===== config.mk =====
export PLATFORM = sky130hd
export DESIGN_NAME = serial_cfg_port
export DESIGN_NICKNAME = d
export VERILOG_FILES = /design/src/rtl/serial_cfg_pkg.sv /design/src/rtl/serial_cfg_sync.sv /design/src/rtl/serial_cfg_shift.sv /design/src/rtl/serial_cfg_bank.sv /design/src/rtl/serial_cfg_readback.sv /design/src/rtl/serial_cfg_port.sv
export SDC_FILE = /design/constraint.sdc
export NUM_CORES = 1
export LEC_CHECK = 0
export ABC_AREA = 1
export ABC_CLOCK_PERIOD_IN_PS = 3140
export BUFFER_PORTS_ARGS = -buffer_cell sky130_fd_sc_hd__buf_2
export CORE_ASPECT_RATIO = 1.25
export CORE_UTILIZATION = 45
export CTS_CLUSTER_DIAMETER = 100
export DETAILED_ROUTE_END_ITERATION = 16
export HOLD_SLACK_MARGIN = 0.06
export PLACE_DENSITY = 0.77
export SLEW_MARGIN = 20
export SYNTH_ARGS = -nofsm -noshare
export SYNTH_HDL_FRONTEND = slang
export SYNTH_SLANG_ARGS = --single-unit

===== constraint.sdc =====
create_clock -name clk -period 3.14 [get_ports clk]
set_input_delay 0.157 -clock clk [delete_from_list [all_inputs] [get_ports clk]]
set_output_delay 0.157 -clock clk [all_outputs]
set_load 0.05 [all_outputs]

===== src/rtl/serial_cfg_pkg.sv =====
package serial_cfg_pkg;
  localparam int WORD_W   = 32;
  localparam int NREG     = 8;
  localparam int IDX_W    = $clog2(NREG);
  localparam int STAT_W   = 18;
  localparam int CAL_REG  = 2;
  localparam int CAL_BIT  = 31;
  localparam int CNT_W    = $clog2(WORD_W);

  localparam logic [4:0] CMD_ADDR = 5'b01000;
  localparam logic [1:0] ID_BITS  = 2'b11;

  typedef logic [WORD_W-1:0] word_t;

  typedef enum logic [1:0] {
    RB_IDLE  = 2'd0,
    RB_WAIT  = 2'd1,
    RB_SHIFT = 2'd2
  } rb_state_t;

  function automatic word_t reset_word(input int unsigned idx);
    case (idx)
      1:       return 32'h4150_0029;
      2:       return 32'h08A0_100A;
      4:       return 32'h4A01_F00C;
      5:       return 32'h0A2A_A28D;
      default: return {27'd0, 2'b01, 3'(idx)};
    endcase
  endfunction
endpackage


===== src/rtl/serial_cfg_sync.sv =====
module serial_cfg_sync #(
  parameter int W      = 3,
  parameter int STAGES = 2
) (
  input  logic         clk,
  input  logic         rst,
  input  logic [W-1:0] d,
  output logic [W-1:0] q
);
  logic [STAGES-1:0][W-1:0] pipe;

  always_ff @(posedge clk) begin
    if (rst) pipe <= '0;
    else     pipe <= {pipe[STAGES-2:0], d};
  end

  assign q = pipe[STAGES-1];
endmodule


===== src/rtl/serial_cfg_shift.sv =====
module serial_cfg_shift
  import serial_cfg_pkg::*;
(
  input  logic  clk,
  input  logic  rst,
  input  logic  shift_en,
  input  logic  din,
  output word_t word
);
  always_ff @(posedge clk) begin
    if (rst)           word <= '0;
    else if (shift_en) word <= {din, word[WORD_W-1:1]};
  end
endmodule


===== src/rtl/serial_cfg_bank.sv =====
module serial_cfg_bank
  import serial_cfg_pkg::*;
(
  input  logic                          clk,
  input  logic                          rst,
  input  logic                          ld,
  input  word_t                         word_in,
  input  logic [IDX_W-1:0]              rd_sel,
  output word_t                         rd_word,
  output logic [(NREG-1)*WORD_W-1:0]    cfg_flat
);
  logic [NREG-1:1][WORD_W-1:0] regs;
  logic [IDX_W-1:0]            idx;
  logic                        hit;

  assign idx = word_in[IDX_W-1:0];
  assign hit = (word_in[4:3] == 2'b01) && (idx != '0);

  always_ff @(posedge clk) begin
    if (rst) begin
      for (int k = 1; k < NREG; k++) regs[k] <= reset_word(k);
    end else begin
      if (regs[CAL_REG][CAL_BIT]) regs[CAL_REG][CAL_BIT] <= 1'b0;
      if (ld && hit) regs[idx] <= word_in;
    end
  end

  assign rd_word  = (rd_sel == '0) ? '0 : regs[rd_sel];
  assign cfg_flat = regs;

  AST_CAL_SELF_CLEAR: assert property (@(posedge clk) disable iff (rst)
    regs[CAL_REG][CAL_BIT] |=> !regs[CAL_REG][CAL_BIT]);

  AST_BAD_ADDR_IGNORED: assert property (@(posedge clk) disable iff (rst)
    (ld && word_in[4:3] != 2'b01 && !regs[CAL_REG][CAL_BIT]) |=> $stable(regs));

  AST_WRITE_LANDS: assert property (@(posedge clk) disable iff (rst)
    (ld && word_in[4:0] == 5'b01111) |=> (regs[7] == $past(word_in)));
endmodule


===== src/rtl/serial_cfg_readback.sv =====
module serial_cfg_readback
  import serial_cfg_pkg::*;
(
  input  logic              clk,
  input  logic              rst,
  input  logic              arm,
  input  logic [IDX_W-1:0]  sel,
  input  word_t             bank_word,
  input  logic              cal_err,
  input  logic [STAT_W-1:0] cal_stat,
  input  logic              sclk_rise,
  output logic              rdbk
);
  localparam logic [CNT_W-1:0] LAST = CNT_W'(WORD_W - 1);

  rb_state_t        st;
  word_t            snap;
  word_t            stat_word;
  logic [CNT_W-1:0] cnt;

  assign stat_word = {1'b0, cal_stat, cal_err, 5'b0, ID_BITS, 5'b0};

  always_ff @(posedge clk) begin
    if (rst) begin
      st   <= RB_IDLE;
      snap <= '0;
      cnt  <= '0;
      rdbk <= 1'b0;
    end else if (arm) begin
      st   <= RB_WAIT;
      snap <= (sel == '0) ? stat_word : bank_word;
      cnt  <= '0;
    end else if (sclk_rise) begin
      case (st)
        RB_IDLE:  rdbk <= 1'b0;
        RB_WAIT:  st   <= RB_SHIFT;
        RB_SHIFT: begin
          rdbk <= snap[0];
          snap <= {1'b0, snap[WORD_W-1:1]};
          cnt  <= cnt + 1'b1;
          if (cnt == LAST) st <= RB_IDLE;
        end
        default:  st <= RB_IDLE;
      endcase
    end
  end

  AST_RB_IDLE_LOW: assert property (@(posedge clk) disable iff (rst)
    (st == RB_IDLE && sclk_rise && !arm) |=> !rdbk);

  AST_RB_WAIT_QUIET: assert property (@(posedge clk) disable iff (rst)
    (st == RB_WAIT && sclk_rise && !arm) |=> $stable(rdbk));
endmodule


===== src/rtl/serial_cfg_port.sv =====
module serial_cfg_port
  import serial_cfg_pkg::*;
#(
  parameter int SYNC_STAGES = 2
) (
  input  logic                          clk,
  input  logic                          rst,
  input  logic                          ser_clk,
  input  logic                          ser_data,
  input  logic                          ser_le,
  input  logic                          cal_err,
  input  logic [STAT_W-1:0]             cal_stat,
  output logic                          rdbk_out,
  output logic [(NREG-1)*WORD_W-1:0]    cfg_flat
);
  logic [2:0] sq;
  logic       sclk_q, le_q;
  logic       sclk_rise, le_rise;
  word_t      sh_word;
  word_t      bank_word;
  logic       rb_arm;

  serial_cfg_sync #(.W(3), .STAGES(SYNC_STAGES)) u_sync (
    .clk (clk),
    .rst (rst),
    .d   ({ser_le, ser_data, ser_clk}),
    .q   (sq)
  );

  always_ff @(posedge clk) begin
    if (rst) begin
      sclk_q <= 1'b0;
      le_q   <= 1'b0;
    end else begin
      sclk_q <= sq[0];
      le_q   <= sq[2];
    end
  end

  assign sclk_rise = sq[0] & ~sclk_q;
  assign le_rise   = sq[2] & ~le_q;

  serial_cfg_shift u_shift (
    .clk      (clk),
    .rst      (rst),
    .shift_en (sclk_rise),
    .din      (sq[1]),
    .word     (sh_word)
  );

  assign rb_arm = le_rise && (sh_word[4:0] == CMD_ADDR) && sh_word[WORD_W-1];

  serial_cfg_bank u_bank (
    .clk      (clk),
    .rst      (rst),
    .ld       (le_rise),
    .word_in  (sh_word),
    .rd_sel   (sh_word[WORD_W-2 -: IDX_W]),
    .rd_word  (bank_word),
    .cfg_flat (cfg_flat)
  );

  serial_cfg_readback u_rb (
    .clk       (clk),
    .rst       (rst),
    .arm       (rb_arm),
    .sel       (sh_word[WORD_W-2 -: IDX_W]),
    .bank_word (bank_word),
    .cal_err   (cal_err),
    .cal_stat  (cal_stat),
    .sclk_rise (sclk_rise),
    .rdbk      (rdbk_out)
  );

  AST_LE_ONE_LOAD: assert property (@(posedge clk) disable iff (rst)
    le_rise |=> !le_rise);
endmodule


; Word level (Yosys, flattened, before mapping)
; Index checks and enable logic that the tools add are counted.
[word_totals]
reg_bits = 304
latchBits = 0
ram_bits = 0
romBits = 0
input_bits = 24
out_inout_bits = 225
wordCells = 69
mem_count = 0
[classes]
addsub = 1
n_mul = 0
div_mod_pow = 0
n_lt_le_gt_ge = 3
eq_ne = 8
shift = 0
mux = 16
bitwise = 6
n_reduce_logical = 17
[op_table]
columns = op, n
row1 = 224-bit bitwise mux, 1
row2 = 32-bit two-way mux, 6
row3 = 32-bit binary-select mux with 3-bit select, 1
row4 = 32-bit demux with 3-bit select, 1
row5 = 64-bit two-way mux, 1
row6 = 3-bit AND reduction, 3
row7 = "3-bit by 4-bit < comparator with 1-bit output, second input constant", 2
row8 = 2-bit one-hot mux with 3 select lines, 1
row9 = 2-bit nonzero test, 3
row10 = "5-bit by 1-bit adder with 5-bit output, second input constant", 1
row11 = "5-bit by 4-bit == test with 1-bit output, second input constant", 1
row12 = "5-bit == test, second input constant", 1
row13 = 1-bit logical AND, 5
row14 = "2-bit by 1-bit == test with 1-bit output, second input constant", 2
row15 = 1-bit NOT, 4
row16 = 2-bit AND reduction, 2
row17 = "3-bit by 1-bit greater-or-equal comparator with 1-bit output, second input constant", 1
row18 = 3-bit logical NOT, 1
row19 = 1-bit two-way mux, 3
row20 = "3-bit by 2-bit inequality test with 1-bit output, second input constant", 1
row21 = 3-bit nonzero test, 1
row22 = 1-bit AND, 2
row23 = "2-bit == test, second input constant", 1
row24 = 2-bit logical NOT, 1
row25 = other kinds (5), 5

; Longest topological paths before layout
; Gate-level depths: netlist of the first run.
[depth]
word_depth = 6
depth_mapped = 9
depth_no_buf = 8

; Modules after synthesis
; From an unflattened synthesis of the first run, not the netlist that was laid out.
[unflattened]
hier_cells = 2263
area_unflattened_um2 = 14700.3
[by_module_without_submodules]
columns = module, instances, cells_each, area_per_inst_um2, seq_area_each_um2
row1 = serial_cfg_bank, 1, 1670, 10437.5, 4484.3
row2 = serial_cfg_readback, 1, 354, 2358.5, 800.8
row3 = serial_cfg_shift, 1, 203, 1625.3, 640.6
row4 = serial_cfg_sync, 1, 21, 187.7, 120.1
row5 = serial_cfg_port, 1, 15, 91.3, 40.0

; Worst setup path before layout of the first run
; Ideal clock, no wire load.
[synth_path]
path_kind = reg-to-reg
from = register le_q
to = register u_bank.regs, in the netlist u_bank.cfg_flat[126]
setup_ns = 0.134
arrival_ns = 1.173
required_ns = 3.006
slack_ns = 1.833
path_stages_with_launch = 9
n_path_buf = 2
period_less_slack_ns = 1.307
cell_sequence = dfxtp_1 > inv_1 > nand2_1 > nor2_4 > nand3_2 > buf_4 > buf_2 > nand2_1 > o211ai_1
[synth_between]
elab_chain_len = 3
[synth_rtl]
columns = element, line
row1 = "start, declared", serial_cfg_port.sv:17  ; logic sclk_q, le_q;
row2 = "start signal, assigned", serial_cfg_port.sv:36  ; le_q <= sq[2];
row3 = 1-bit NOT, serial_cfg_port.sv:41  ; assign le_rise = sq[2] & ~le_q;
row4 = 1-bit AND, serial_cfg_port.sv:41
row5 = 1-bit logical AND, serial_cfg_bank.sv:24  ; if (ld && hit) regs[idx] <= word_in;
row6 = "end signal, assigned by index", serial_cfg_bank.sv:24
row7 = "end, declared", serial_cfg_bank.sv:12  ; logic [NREG-1:1][WORD_W-1:0] regs;
; No other way between the ends.
; A chain may end at the register's enable or synchronous reset.

; Worst setup path in the final report of the first run
[layout_path]
from = register u_sync.pipe, in the netlist u_sync.q[0]
to = register u_rb.snap[15]
[layout_between]
elab_chain_len = 3
[layout_rtl]
columns = element, line
row1 = "start, declared", serial_cfg_sync.sv:10  ; logic [STAGES-1:0][W-1:0] pipe;
row2 = "start signal, assigned", serial_cfg_sync.sv:14  ; else pipe <= {pipe[STAGES-2:0], d};
row3 = 1-bit AND, serial_cfg_port.sv:40  ; assign sclk_rise = sq[0] & ~sclk_q;
row4 = 2-bit nonzero test (no source line), n/a
row5 = 2-bit AND reduction (no source line), n/a
row6 = "end signal, assigned", serial_cfg_readback.sv:31  ; snap <= (sel == '0) ? stat_word : bank_word;
row7 = "end signal, assigned", serial_cfg_readback.sv:39  ; snap <= {1'b0, snap[WORD_W-1:1]};
row8 = "end, declared", serial_cfg_readback.sv:17  ; word_t snap;
; No other way between the ends.

==> results_dict.tcl, run 1 <==
set metrics [dict create \
    area.growth.synth_to_final_pct 19.0 \
    dominant_cells_by_area_after_synthesis "sky130_fd_sc_hd__dfxtp_1, sky130_fd_sc_hd__o21ai_0, sky130_fd_sc_hd__a21oi_1, sky130_fd_sc_hd__nand2_1, sky130_fd_sc_hd__inv_1" \
    die_area_um2 28600 \
    critical_path.startpoint "u_sync.q[0]" \
    clock_insertion_delay_worst_skew_ns 0.56 \
    grt_first_pass_wirelength_um 64300 \
    layout_worst_path_cycle_share_pct 67.1 \
    reg2regPathDepth 6 \
    gr-total-overflow 0 \
    clockRootBuffer "sky130_fd_sc_hd__clkbuf_16" \
    groute.usage.overall_pct 29.0 \
    postCtsHoldBufs 15 \
    maxCapViolations 0 \
    hold_class "in -> reg" \
    detail_route.first_pass.iterations 9 \
    antenna_found_initial 0 \
    critical_path.max_fanout 34 \
    path_cells "inv_1, nor2_4, nand3_2, buf_4, o21ai_0, o21ai_0" \
    placement_rows 68 \
    max-clock-path-buffers 3 \
    clock_tree_from_tritoncts "built" \
    pwr_density_cell_nw_per_um2 530 \
    yosysSeqAreaShare_pct 48.5 \
    timing_max_transition_violations_final 0 \
    endpoint "u_rb.snap[15]" \
    worst_path_arrival_ns 2.53 \
    cpPeakStageDelay_ns 0.52 \
    crit_path_end_kind "flip-flop" \
    routed_wl_um 42400 \
    cts_sinks 304 \
    die-width_um 151 \
    via_count_of_the_routed_design 12700 \
    yosys.area.top_type "sky130_fd_sc_hd__dfxtp_1" \
    synth-edff-count 0 \
    io_pins 249 \
    cts_repair_resize_count 0 \
    achievable-frequency_ghz 0.475 \
    finish.cell_count_without_fillers 2221 \
    drt.antenna.violating_nets 0 \
    worstReg2RegEnd "u_rb.snap[15]" \
    timing.critical_path.required_ns 3.57 \
    yosys.cell_types.count 27 \
    post-route-util_pct 54.4 \
    avgViaCountPerCell 5.71 \
    worst_slew_pin_slew_ns 1.07 \
    hpwl_um 27800 \
    fp.coreArea_um2 27500 \
    crit_path_start_kind "flip-flop" \
    timing.clock.skew_ns 0.0115 \
    yosys_warnings 0 \
    regToRegStartpoint "u_sync.q[0]" \
    place_congestion 0.892 \
    placed_cells 2153 \
    setup_viol_count_final 0 \
    share_of_layout_cells_above_drive_strength_1_pct 18.4 \
    peakVddDrop_mv 0.448 \
    max_transition_margin_pct 28.8 \
    critical_path_class "reg -> reg" \
    final_sum_of_negative_setup_slack_ns 0 \
    cts_post_setup_buffers_inserted 0 \
    total_of_flip_flops_plus_latches_after_synthesis 304 \
    initial_core_util_pct 45.7 \
    grt_setup_unrepaired "no" \
    worst_path_max_delay_cell "sky130_fd_sc_hd__nand3_2" \
    number_of_global_route_vias_before_repair 11300 \
    maximum_number_of_pins_on_one_net_before_global_route_repair 187 \
    async_reset_ff_share_pct 0 \
    rrSetupSlack_ns 1.03 \
    numPortBuffers 248 \
    synth_top_cells_by_count "sky130_fd_sc_hd__dfxtp_1, sky130_fd_sc_hd__o21ai_0, sky130_fd_sc_hd__a21oi_1, sky130_fd_sc_hd__nand2_1, sky130_fd_sc_hd__inv_1" \
    die_h_um 189 \
    most_common_cell_on_crit_path "sky130_fd_sc_hd__o21ai_0" \
    antenna_cells 0 \
    cts_made_buffers 30 \
    num-nets-final 1876 \
    postSynthAreaPerCell_um2 7.50 \
    p_leak_nw 6.38 \
    synth_cells 1673 \
    synth.most_common_cell "sky130_fd_sc_hd__dfxtp_1" \
    status "finished, final reports clean" \
    htree_num_levels 1 \
    netlist.area_leader.share_pct 48.5 \
    initialDrtViolationCount 1293 \
    netlist_area_um2 12600 \
    period_minus_slack_ns 2.11 \
    drt-wirelength-per-cell_um 19.1 \
    final-hold-violation-count 0 \
    drcViolationCount 0 \
    synthesis.nets 1699 \
    ys_dominant_reg_cell "sky130_fd_sc_hd__dfxtp_1" \
    clkTransAtPathRegs_ns 0.06 \
    finalPower_mw 7.92 \
]
[sequential cells by signal, summed over array words and instances (netlist names)]
| name | count |
|---|---|
| le_q | 1 |
| sclk_q | 1 |
| u_bank.cfg_flat | 224 |
| u_rb.cnt | 5 |
| u_rb.rdbk | 1 |
| u_rb.snap | 32 |
| u_rb.st | 2 |
| u_shift.word | 32 |
| u_sync.pipe | 3 |
| u_sync.q | 3 |
[kinds of logic (layout without fill, tap and decap cells)]
family	after synthesis	in the layout	synth area share [%]
adder cells (fa/ha/maj)	2	2	0.199
AO/OA/AOI/OAI	606	606	25.8
flip-flops	304	304	48.5
AND/OR/NAND/NOR	451	451	15.5
buffers and inverters	308	506	9.93
XOR/XNOR	2	2	0.140
[placed cells by master (no fill, tap or decap), types with 15 or more instances in the layout]
| master | instances |
|---|---|
| sky130_fd_sc_hd__inv_1 | 156 |
| sky130_fd_sc_hd__dfxtp_1 | 303 |
| sky130_fd_sc_hd__nand2_1 | 182 |
| sky130_fd_sc_hd__dlygate4sd3_1 | 15 |
| sky130_fd_sc_hd__o21ai_0 | 296 |
| sky130_fd_sc_hd__nand3_1 | 112 |
| sky130_fd_sc_hd__a21oi_1 | 217 |
| sky130_fd_sc_hd__o211ai_1 | 74 |
| sky130_fd_sc_hd__clkbuf_16 | 31 |
| sky130_fd_sc_hd__buf_4 | 19 |
| sky130_fd_sc_hd__buf_2 | 248 |
| sky130_fd_sc_hd__nor2_1 | 129 |
[metal layers]
metal | GRT usage (%) | wire length [um] | vias up
met1 | 38.8 | 17300 | 5883
met5 | 0 | 0 | -
met2 | 43.9 | 18800 | 716
li1 | - | - | 5947
met3 | 5.30 | 4060 | 131
met4 | 15.0 | 2230 | 0
[cell type report]
| class | count | area [um2] |
|---|---|---|
| fillers | 2549 | 12500 |
| inverters | 169 | 639 |
| multi-input cells | 1061 | 5220 |
| flip-flops and latches | 304 | 6090 |
| repair buffers | 284 | 1570 |
| well taps | 350 | 438 |
| clock inverters | 6 | 58.8 |
| clock buffers | 47 | 916 |
[worst min path at each step]
stage           startpoint             end  slack [ns]  cells past startpoint
2_1_floorplan      ser_clk  u_sync.pipe[0]        0.26                      2
3_3_place_gp      ser_data  u_sync.pipe[1]        0.37                      3
3_5_place_dp      ser_data  u_sync.pipe[1]        0.37                      3
4_1_cts        cal_stat[3]   u_rb.snap[16]        0.06                      5
5_1_grt        cal_stat[3]   u_rb.snap[16]        0.08                      5
6_report       cal_stat[3]   u_rb.snap[16]        0.07                      5
[critical path, delay by kind of cell, from the launching register on]
| kind | cells | cell delay (ns) |
|---|---|---|
| simple gates | 2 | 0.88 |
| buf+inv | 2 | 0.49 |
| flops | 1 | 0.31 |
| compound gates | 2 | 0.29 |
[through the flow]
| step | area (um2) | setup WS, ns | hold WS (ns) |
|---|---|---|---|
| final | 14900 | 1.03 | 0.0693 |
| after global routing | 14900 | 0.831 | 0.0768 |
| after CTS | 14900 | 1.08 | 0.0628 |
| after detailed placement | 13800 | 1.11 | 0.368 |
| after global placement | 13800 | 1.20 | 0.368 |
| after floorplan | 12600 | 1.83 | 0.264 |
[where the power goes]
part / switching (mW) / total [mW] / internal (mW)
clock network: 1.50 / 3.57 / 2.07
registers: 0.0401 / 3.92 / 3.88
logic: 0.304 / 0.426 / 0.122
(Power assumes the default switching activity.)
==> run 2: changes to the inputs <==
--- a/config.mk
+++ b/config.mk
@@ -6,7 +6,7 @@
 export NUM_CORES = 1
 export LEC_CHECK = 0
 export ABC_AREA = 1
-export ABC_CLOCK_PERIOD_IN_PS = 3140
+export ABC_CLOCK_PERIOD_IN_PS = 2190
 export BUFFER_PORTS_ARGS = -buffer_cell sky130_fd_sc_hd__buf_2
 export CORE_ASPECT_RATIO = 1.25
 export CORE_UTILIZATION = 45
==> constraint.sdc (replaced) <==
create_clock -name clk -period 2.19 [get_ports clk]
set_input_delay 0.1095 -clock clk [delete_from_list [all_inputs] [get_ports clk]]
set_output_delay 0.1095 -clock clk [all_outputs]
set_load 0.05 [all_outputs]
==> run 2 against run 1 <==
Effect of this change: total power grew 45%; cell count grew 1.1%; critical path depth rose by 1; utilization grew 1.2 points; sequential cell count unchanged; wire length is 1.9% lower; critical endpoint is now u_bank.cfg_flat[74].
==> results_dict.tcl, run 2 (synthesized netlist as in run 1, its figures left out) <==
set metrics [dict create \
    finish.cell_count_without_fillers 2245 \
    placed_cells 2169 \
    fp.coreArea_um2 27500 \
    postPlaceCellArea_um2 14000 \
    drt.antenna.violating_nets 0 \
    power.switching_mw 2.70 \
    logic_pwr_share_pct 5.6 \
    number_of_global_route_vias_before_repair 11600 \
    setup_viol_count_final 0 \
    gr-total-overflow 0 \
    final-hold-violation-count 0 \
    io_pins 249 \
    timing.final.ws_setup_ns 0.370 \
    cts_sinks 304 \
    layout.cells.most_common "sky130_fd_sc_hd__dfxtp_1" \
    clock_tree_from_tritoncts "built" \
    timing.clock.skew_ns 0.0104 \
    critical_path_class "reg -> reg" \
    finalPower_mw 11.5 \
    htree_num_levels 1 \
    cts_made_buffers 29 \
    layout_worst_path_cycle_share_pct 83.1 \
    clockRootBuffer "sky130_fd_sc_hd__clkbuf_16" \
    drcViolationCount 0 \
    rrSetupSlack_ns 0.37 \
    max_transition_margin_pct 55.5 \
    via_count_of_the_routed_design 12600 \
    crit_path_end_kind "flip-flop" \
    hpwl_um 28400 \
    clkTransAtPathRegs_ns 0.06 \
    grt_setup_unrepaired "no" \
    detailedPlace.worstSlack_ns 0.423 \
    status "finished, final reports clean" \
    area.growth.synth_to_final_pct 21.6 \
    largest_reg_flops 224 \
    worst_slew_pin_slew_ns 0.666 \
    peakVddDrop_mv 0.712 \
    crit_path_start_kind "flip-flop" \
    maximum_number_of_pins_on_one_net_before_global_route_repair 115 \
    groute.usage.overall_pct 28.8 \
    seq_power_share_pct 49.0 \
    sw_frac_of_total_pct 23.5 \
    timing.critical_path.required_ns 2.63 \
    placement_rows 68 \
    worst_path_arrival_ns 2.26 \
    critical_path.max_fanout 40 \
    timing_max_transition_violations_final 0 \
    achievable-frequency_ghz 0.549 \
    cts_post_setup_buffers_inserted 0 \
    drt-wirelength-per-cell_um 18.5 \
    final_sum_of_negative_setup_slack_ns 0 \
    commonest_cells_after_routing_fill_and_taps_aside "sky130_fd_sc_hd__dfxtp_1, sky130_fd_sc_hd__o21ai_0, sky130_fd_sc_hd__buf_2" \
    finish.instance_area_um2 15300 \
    die-width_um 151 \
    routed_wl_um 41600 \
    clock_insertion_delay_worst_skew_ns 0.56 \
    detail_route.first_pass.iterations 5 \
    p_leak_nw 6.55 \
    maxCapViolations 0 \
    die_h_um 189 \
    max-clock-path-buffers 3 \
    hold_class "in -> reg" \
    pwr_density_cell_nw_per_um2 753 \
    share_of_layout_cells_above_drive_strength_1_pct 19.2 \
    initialDrtViolationCount 1240 \
    clockPowerShare_pct 45.5 \
    antenna_cells 0 \
    num-nets-final 1898 \
    avgViaCountPerCell 5.62 \
    place_congestion 0.904 \
    die_area_um2 28600 \
    numPortBuffers 248 \
    initial_core_util_pct 45.7 \
    antenna_found_initial 0 \
    cts_repair_resize_count 0 \
    internal_power_mw 8.80 \
    period_minus_slack_ns 1.82 \
    postCtsHoldBufs 22 \
    grt_first_pass_wirelength_um 64100 \
]
-- run 2: final cells by class --
| class | instances | area (um2) |
|---|---|---|
| clock buffers | 44 | 882 |
| clock inverters | 10 | 121 |
| fillers | 2545 | 12200 |
| inverters | 169 | 639 |
| multi-input cells | 1061 | 5220 |
| flip-flops and latches | 304 | 6090 |
| well taps | 350 | 438 |
| repair buffers | 307 | 1880 |
-- run 2: worst max-delay path, cell delays in order, from the launching register on --
cell,delay (ns)
sky130_fd_sc_hd__dfxtp_1,0.31
sky130_fd_sc_hd__inv_1,0.05
sky130_fd_sc_hd__nand2_1,0.09
sky130_fd_sc_hd__nor2_4,0.23
sky130_fd_sc_hd__nand3_2,0.35
sky130_fd_sc_hd__buf_12,0.31
sky130_fd_sc_hd__o21ai_0,0.28
sky130_fd_sc_hd__nor2_1,0.08
-- run 2: through the flow --
stage / hold WS, ns / util (%)
5_1_grt: 0.198 / 55.6
6_report: 0.147 / 55.6
3_5_place_dp: 0.318 / 51.1
4_1_cts: 0.109 / 55.6
2_1_floorplan: 0.216 / -
3_3_place_gp: 0.311 / 51.1
-- run 2: power by group through the flow --
stage               combinational (mW)  clock [mW]  sequential, mW
floorplan                        0.409           0            5.72
CTS                              0.626        5.27            5.63
global route                     0.696        5.50            5.63
finish                           0.638        5.23            5.63
global placement                 0.588           0            5.75
detailed placement               0.593           0            5.75
-- run 2: layer usage --
layer,vias to the layer above,wire (um),track usage (%)
met2,630,18700,44.2
met4,0,2170,15.5
li1,6008,-,-
met1,5855,17100,38.3
met5,-,0,0
met3,114,3590,4.65
-- run 2: path summary, 6_finish.rpt --
path / startpoint / end / cells past startpoint
setup / recovery: le_q / u_bank.cfg_flat[74] / 7
hold / removal: cal_stat[17] / u_rb.snap[30] / 7
setup reg to reg: le_q / u_bank.cfg_flat[74] / 7
hold reg to reg: u_sync.pipe[0] / u_sync.q[0] / 2
